===== src/rtl/mux_bus_pkg.sv =====
package mux_bus_pkg;

    typedef enum logic [2:0] {
        ST_IDLE = 3'd0,
        ST_T1   = 3'd1,
        ST_T2   = 3'd2,
        ST_T3   = 3'd3,
        ST_TW   = 3'd4,
        ST_T4   = 3'd5
    } bus_state_e;

    typedef enum logic [1:0] {
        SEG_EXTRA = 2'b00,
        SEG_STACK = 2'b01,
        SEG_CODE  = 2'b10,
        SEG_DATA  = 2'b11
    } seg_code_e;

endpackage


===== src/rtl/mux_bus_addr.sv =====
module mux_bus_addr #(
    parameter int SEG_W  = 16,
    parameter int OFF_W  = 16,
    parameter int SHIFT  = 4,
    parameter int ADDR_W = 20
) (
    input  logic [SEG_W-1:0]  segment,
    input  logic [OFF_W-1:0]  offset,
    output logic [ADDR_W-1:0] phys
);
    localparam int BASE_W = SEG_W + SHIFT;
    localparam int OPAD   = ADDR_W - OFF_W;

    logic [BASE_W-1:0] base;

    always_comb begin
        base = {segment, {SHIFT{1'b0}}};
        phys = base[ADDR_W-1:0] + {{OPAD{1'b0}}, offset};
    end
endmodule


===== src/rtl/mux_bus_lane.sv =====
module mux_bus_lane #(
    parameter int DATA_W = 16
) (
    input  logic              clk,
    input  logic              rst_n,
    input  logic              word,
    input  logic              a0,
    input  logic              capture,
    input  logic [DATA_W-1:0] wdata,
    input  logic [DATA_W-1:0] ad_in,
    output logic              hi_en,
    output logic [DATA_W-1:0] wr_bus,
    output logic [DATA_W-1:0] rd_data
);
    localparam int HALF = DATA_W / 2;

    logic [DATA_W-1:0] rd_next;

    always_comb begin
        hi_en = word | a0;
        if (word) begin
            wr_bus  = wdata;
            rd_next = ad_in;
        end else begin
            wr_bus = {2{wdata[HALF-1:0]}};
            if (a0) rd_next = {{HALF{1'b0}}, ad_in[DATA_W-1:HALF]};
            else    rd_next = {{HALF{1'b0}}, ad_in[HALF-1:0]};
        end
    end

    always_ff @(posedge clk or negedge rst_n) begin
        if (!rst_n)       rd_data <= '0;
        else if (capture) rd_data <= rd_next;
    end
endmodule


===== src/rtl/mux_bus_fsm.sv =====
module mux_bus_fsm
    import mux_bus_pkg::*;
(
    input  logic       clk,
    input  logic       rst_n,
    input  logic       start,
    input  logic       ready,
    output bus_state_e state,
    output logic       finish
);
    bus_state_e state_nx;

    always_ff @(posedge clk or negedge rst_n) begin
        if (!rst_n) state <= ST_IDLE;
        else        state <= state_nx;
    end

    always_comb begin
        state_nx = state;
        finish   = 1'b0;
        unique case (state)
            ST_IDLE: if (start) state_nx = ST_T1;
            ST_T1:   state_nx = ST_T2;
            ST_T2:   state_nx = ST_T3;
            ST_T3, ST_TW: begin
                if (ready) begin
                    state_nx = ST_T4;
                    finish   = 1'b1;
                end else begin
                    state_nx = ST_TW;
                end
            end
            ST_T4:   state_nx = ST_IDLE;
            default: state_nx = ST_IDLE;
        endcase
    end
endmodule


===== src/rtl/mux_bus_seq.sv =====
module mux_bus_seq
    import mux_bus_pkg::*;
#(
    parameter int DATA_W = 16,
    parameter int SEG_W  = 16,
    parameter int SHIFT  = 4
) (
    input  logic              clk,
    input  logic              rst_n,
    input  logic              req_valid,
    input  logic              req_write,
    input  logic              req_word,
    input  logic [1:0]        req_seg,
    input  logic [SEG_W-1:0]  req_segment,
    input  logic [DATA_W-1:0] req_offset,
    input  logic [DATA_W-1:0] req_wdata,
    input  logic              int_en,
    output logic              req_ack,
    output logic              done,
    output logic [DATA_W-1:0] rd_data,
    input  logic              ready,
    input  logic [DATA_W-1:0] ad_in,
    output logic [DATA_W-1:0] ad_out,
    output logic              ad_oe,
    output logic [SHIFT-1:0]  a_hi,
    output logic              ale,
    output logic              rd_n,
    output logic              wr_n,
    output logic              bhe_n
);
    localparam int ADDR_W = DATA_W + SHIFT;

    bus_state_e        state;
    logic              start, finish;
    logic              q_write, q_word, q_ie;
    logic [1:0]        q_seg;
    logic [SEG_W-1:0]  q_segment;
    logic [DATA_W-1:0] q_offset, q_wdata;
    logic [ADDR_W-1:0] phys;
    logic              hi_en;
    logic [DATA_W-1:0] wr_bus;
    logic [SHIFT-1:0]  status;

    assign start = req_valid && (state == ST_IDLE);

    always_ff @(posedge clk or negedge rst_n) begin
        if (!rst_n) begin
            q_write   <= 1'b0;
            q_word    <= 1'b0;
            q_ie      <= 1'b0;
            q_seg     <= SEG_CODE;
            q_segment <= '0;
            q_offset  <= '0;
            q_wdata   <= '0;
        end else if (start) begin
            q_write   <= req_write;
            q_word    <= req_word;
            q_ie      <= int_en;
            q_seg     <= req_seg;
            q_segment <= req_segment;
            q_offset  <= req_offset;
            q_wdata   <= req_wdata;
        end
    end

    mux_bus_fsm fsm_i (
        .clk    (clk),
        .rst_n  (rst_n),
        .start  (start),
        .ready  (ready),
        .state  (state),
        .finish (finish)
    );

    mux_bus_addr #(
        .SEG_W  (SEG_W),
        .OFF_W  (DATA_W),
        .SHIFT  (SHIFT),
        .ADDR_W (ADDR_W)
    ) addr_i (
        .segment (q_segment),
        .offset  (q_offset),
        .phys    (phys)
    );

    mux_bus_lane #(.DATA_W(DATA_W)) lane_i (
        .clk     (clk),
        .rst_n   (rst_n),
        .word    (q_word),
        .a0      (phys[0]),
        .capture (finish && !q_write),
        .wdata   (q_wdata),
        .ad_in   (ad_in),
        .hi_en   (hi_en),
        .wr_bus  (wr_bus),
        .rd_data (rd_data)
    );

    // Status layout on the upper lines: [top]=0, then interrupt enable, then segment code.
    always_comb begin
        status = '0;
        status[SHIFT-2]   = q_ie;
        status[1:0]       = q_seg;
    end

    always_comb begin
        req_ack = 1'b0;
        done    = 1'b0;
        ale     = 1'b0;
        rd_n    = 1'b1;
        wr_n    = 1'b1;
        bhe_n   = 1'b1;
        ad_oe   = 1'b0;
        ad_out  = '0;
        a_hi    = '0;
        unique case (state)
            ST_IDLE: req_ack = 1'b1;
            ST_T1: begin
                ale    = 1'b1;
                ad_oe  = 1'b1;
                ad_out = phys[DATA_W-1:0];
                a_hi   = phys[ADDR_W-1:DATA_W];
                bhe_n  = !hi_en;
            end
            ST_T2, ST_T3, ST_TW: begin
                a_hi   = status;
                ad_oe  = q_write;
                ad_out = q_write ? wr_bus : '0;
                rd_n   = q_write;
                wr_n   = !q_write;
            end
            ST_T4: begin
                done   = 1'b1;
                a_hi   = status;
                ad_oe  = q_write;
                ad_out = q_write ? wr_bus : '0;
            end
            default: ;
        endcase
    end
endmodule


===== config.mk =====
export PLATFORM = sky130hd
export DESIGN_NAME = mux_bus_seq
export DESIGN_NICKNAME = d
export VERILOG_FILES = /design/src/rtl/mux_bus_pkg.sv /design/src/rtl/mux_bus_addr.sv /design/src/rtl/mux_bus_lane.sv /design/src/rtl/mux_bus_fsm.sv /design/src/rtl/mux_bus_seq.sv
export SDC_FILE = /design/constraint.sdc
export NUM_CORES = 1
export LEC_CHECK = 0
export CAP_MARGIN = 20
export CELL_PAD_IN_SITES_DETAIL_PLACEMENT = 0
export CELL_PAD_IN_SITES_GLOBAL_PLACEMENT = 1
export CORE_MARGIN = 2
export CORE_UTILIZATION = 45
export DETAILED_ROUTE_END_ITERATION = 16
export DONT_BUFFER_PORTS = 1
export GPL_TIMING_DRIVEN = 0
export PLACE_DENSITY_LB_ADDON = 0.08
export SLEW_MARGIN = 20
export SYNTH_ARGS = -nofsm -noshare
export SYNTH_HDL_FRONTEND = slang
export SYNTH_SLANG_ARGS = --single-unit

===== constraint.sdc =====
create_clock -name clk -period 6.05 [get_ports clk]
set_input_delay 0.605 -clock clk [delete_from_list [all_inputs] [get_ports clk]]
set_output_delay 0.605 -clock clk [all_outputs]
set_load 0.03 [all_outputs]

==> reports/results.txt <==
Peak supply drop: 0.000265 V
Crit path max fanout: 5
Synth warnings: 0
Routed Antenna Nets: 0
Reg2reg start: fsm_i.state[0]
Worst Slack Setup Final: 2420 ps
Clock sink total: 72
Final Cell Area: 0.00424 mm²
Pwr Density: 703 mW/mm²
Relative slew slack: 20.6%
# resized after CTS: 0
Lkg Pwr: 0.00186 µW
Most common cell after layout, fill and taps aside: dfrtp_1
Final setup viols: 0
Post-synth EDFFs: 0
Share of layout cells above drive strength 1: 18.0%
Clk root buf: clkbuf_8
Synthesized flop and latch total: 72
Commonest cells after routing, fill and taps aside: dfrtp_1 (71), nand2_1 (41), o21ai_0 (27), mux2_2 (27), mux2_1 (25)
DRT Pass-1 Iters: 4
Area grow syn2layout: 9.12%
Setup TNS: 0 ps
Worst-margin pin slew: 1180 ps
Combinational Power Share: 55.7%
RSZ-0062 raised after global routing: no
Reg clk slew, reported paths: 80 ps
HPWL after detailed placement: 6.89 mm
Chip Width: 96.9 µm
Area of placed instances: 0.00401 mm²
Fin crit period: 3630 ps
Part of the power in registers: 31.7%
Max cap viols: 0
Routability cong.: 0.836
Worst-skew pair later-pin latency: 350 ps
Clock power share: 12.6%
Critical setup path kind: register to output port
Post-Synthesis Cells: 346
Tot GR Track Use: 20.1%
Top_reg_cell synth: dfrtp_1
Via count: 2721
Post-Syn Area per Cell: 11.2 µm²
Cell breakdown of the critical path: ha_1 -> a21o_1 -> a31o_1 -> o211ai_1 -> a31oi_1 -> o31ai_1
Gr ovfl total: 0
Status: finished, final reports clean
Synth unique cells: 61
Max Clk Rate: 275 MHz
Post-Syn Area: 0.00388 mm²
First-pass GRT wire length: 14.9 mm
Die ar.: 0.00938 mm²
Slowest cell on the critical path: o31ai_1
Total CTS buffers: 9
Critical Path RT: 5440 ps
CP arrival: 3030 ps
Post-Route WL: 9.23 mm
Drt drc: 0
1st-iter DRT viols: 75
Core Area: 0.00830 mm²
Number of global-route vias before repair: 2792
I/O pin count: 116
Routed WL per cell: 19.7 µm
Site Rows: 33
Critical Path Start: q_offset[8]
Worst hold path class: input port to async pin
Sw Share: 48.8%
Net count after synthesis: 433
Initial Util: 46.8%
CP endpoint kind: output port
Post-synthesis sequential area ratio: 46.5%
Routed vias/inst: 5.81
CTS tree: done
Nets: 445
Post-CTS Setup Bufs: 0
CTS Buffer Depth: 2
Fillers: 781
Final Hold Fails: 0
Post-place setup slack: 2800 ps
Pins Over Slew Limit: 0
Largest net degree at the start of global routing: 72
Critical Path Start Type: register
CP max stage delay: 960 ps
CTS H-tree depth: 3
Layout Skew: 6.26 ps
Reported net switching power: 1450 µW
Port Buffers: 0
Pint: 1520 µW
Period utilization: 60.0%
Async set or reset register ratio after synthesis: 100%
Die Y: 96.9 µm
Antenna violations before repair: 1
[final timing paths]
kind                                 to  slack [ps]  depth (start not counted)
max                          ad_out[13]        2420                          6
min                            q_seg[1]          90                          0
max reg2reg                q_segment[6]        3910                          6
min reg2reg                q_segment[7]         490                          1
max in group asynchronous   q_wdata[15]        5610                          1
min in group clk            q_offset[5]         370                          2
[cell usage after synthesis (3+ instances only)]
master	number	area share, %
dfrtp_1	71	46
nand2_1	41	4.0
mux2_2	27	7.8
o21ai_0	27	3.5
mux2_1	25	7.3
mux2i_1	16	4.1
ha_1	13	4.2
nor2_1	12	1.2
a22o_1	7	1.6
inv_1	7	0.68
nor3_1	7	0.90
buf_4	6	1.2
a21oi_1	5	0.64
clkbuf_1	5	0.48
and3_1	4	0.64
buf_2	4	0.52
o22ai_1	4	0.64
xnor2_1	4	0.90
xor2_1	4	0.90
a221o_1	3	0.77
and2_1	3	0.48
nand2b_1	3	0.48
nor2b_1	3	0.48
o211ai_1	3	0.58
[worst max-delay path, delay by kind of cell, from the launching register on]
kind	cells	cell delay [ps]
flip-flops	1	390
AO/OA/AOI/OAI	5	1930
adder cells (fa/ha/maj)	1	370
[logic make-up after synthesis]
family | count (synthesis) | share of synthesized area, %
muxes | 68 | 19.2
xor gates and xnor gates | 8 | 1.81
AOI/OAI and AO/OA | 74 | 14.0
buffers and inverters | 24 | 3.06
DFF | 72 | 46.5
and+or+nand+nor | 86 | 10.8
adders and majority gates | 14 | 4.71
[stage by stage]
| stage | instances | util, % | power [µW] | hold slack [ps] |
|---|---|---|---|---|
| global placement | 451 | 48.3 | 2590 | 311 |
| finish | 468 | 51.0 | 2980 | 92.0 |
| CTS | 467 | 51.0 | 3010 | 78.2 |
| floorplan | 346 | - | 2280 | 309 |
| global route | 468 | 51.0 | 3210 | 67.4 |
| detailed placement | 451 | 48.3 | 2610 | 312 |
[metal layers]
| metal | global-route usage, % | part of all wire (%) |
|---|---|---|
| met5 | 0 | 0 |
| met4 | 4.66 | 1.3 |
| met1 | 26.0 | 44 |
| met3 | 8.74 | 8.3 |
| met2 | 31.4 | 46 |
[power by group through the flow]
stage,sequential [µW],combinational (µW),clock (µW)
floorplan,904,1370,0
global placement,947,1640,0
detailed placement,957,1650,0
CTS,949,1670,390
global route,981,1820,409
finish,944,1660,376
[cell type report]
| type | instances | area, µm² | area share, % |
|---|---|---|---|
| Clock buffer | 9 | 124 | 2.92 |
| Inverter | 7 | 26.3 | 0.620 |
| Sequential cell | 72 | 1800 | 42.6 |
| Multi-Input combinational cell | 250 | 1960 | 46.3 |
| Antenna cell | 1 | 2.50 | 0.0591 |
| Clock inverter | 6 | 68.8 | 1.62 |
| Tap cell | 105 | 131 | 3.10 |
| Buffer | 17 | 92.6 | 2.19 |
| Timing Repair Buffer | 1 | 27.5 | 0.650 |
[timing repair]
item / in CTS / in global routing
hold endpoints to repair: 71 / 0
endpoints found under the setup margin: 0 / 0
hold buffers: 1 / 0
[state kept, by name (all words and copies together) (netlist names)]
signal,count
q_segment,16
fsm_i.state,3
q_word,1
q_ie,1
q_write,1
q_wdata,16
lane_i.rd_data,16
q_offset,16
q_seg,2
(Power assumes the default switching activity.)
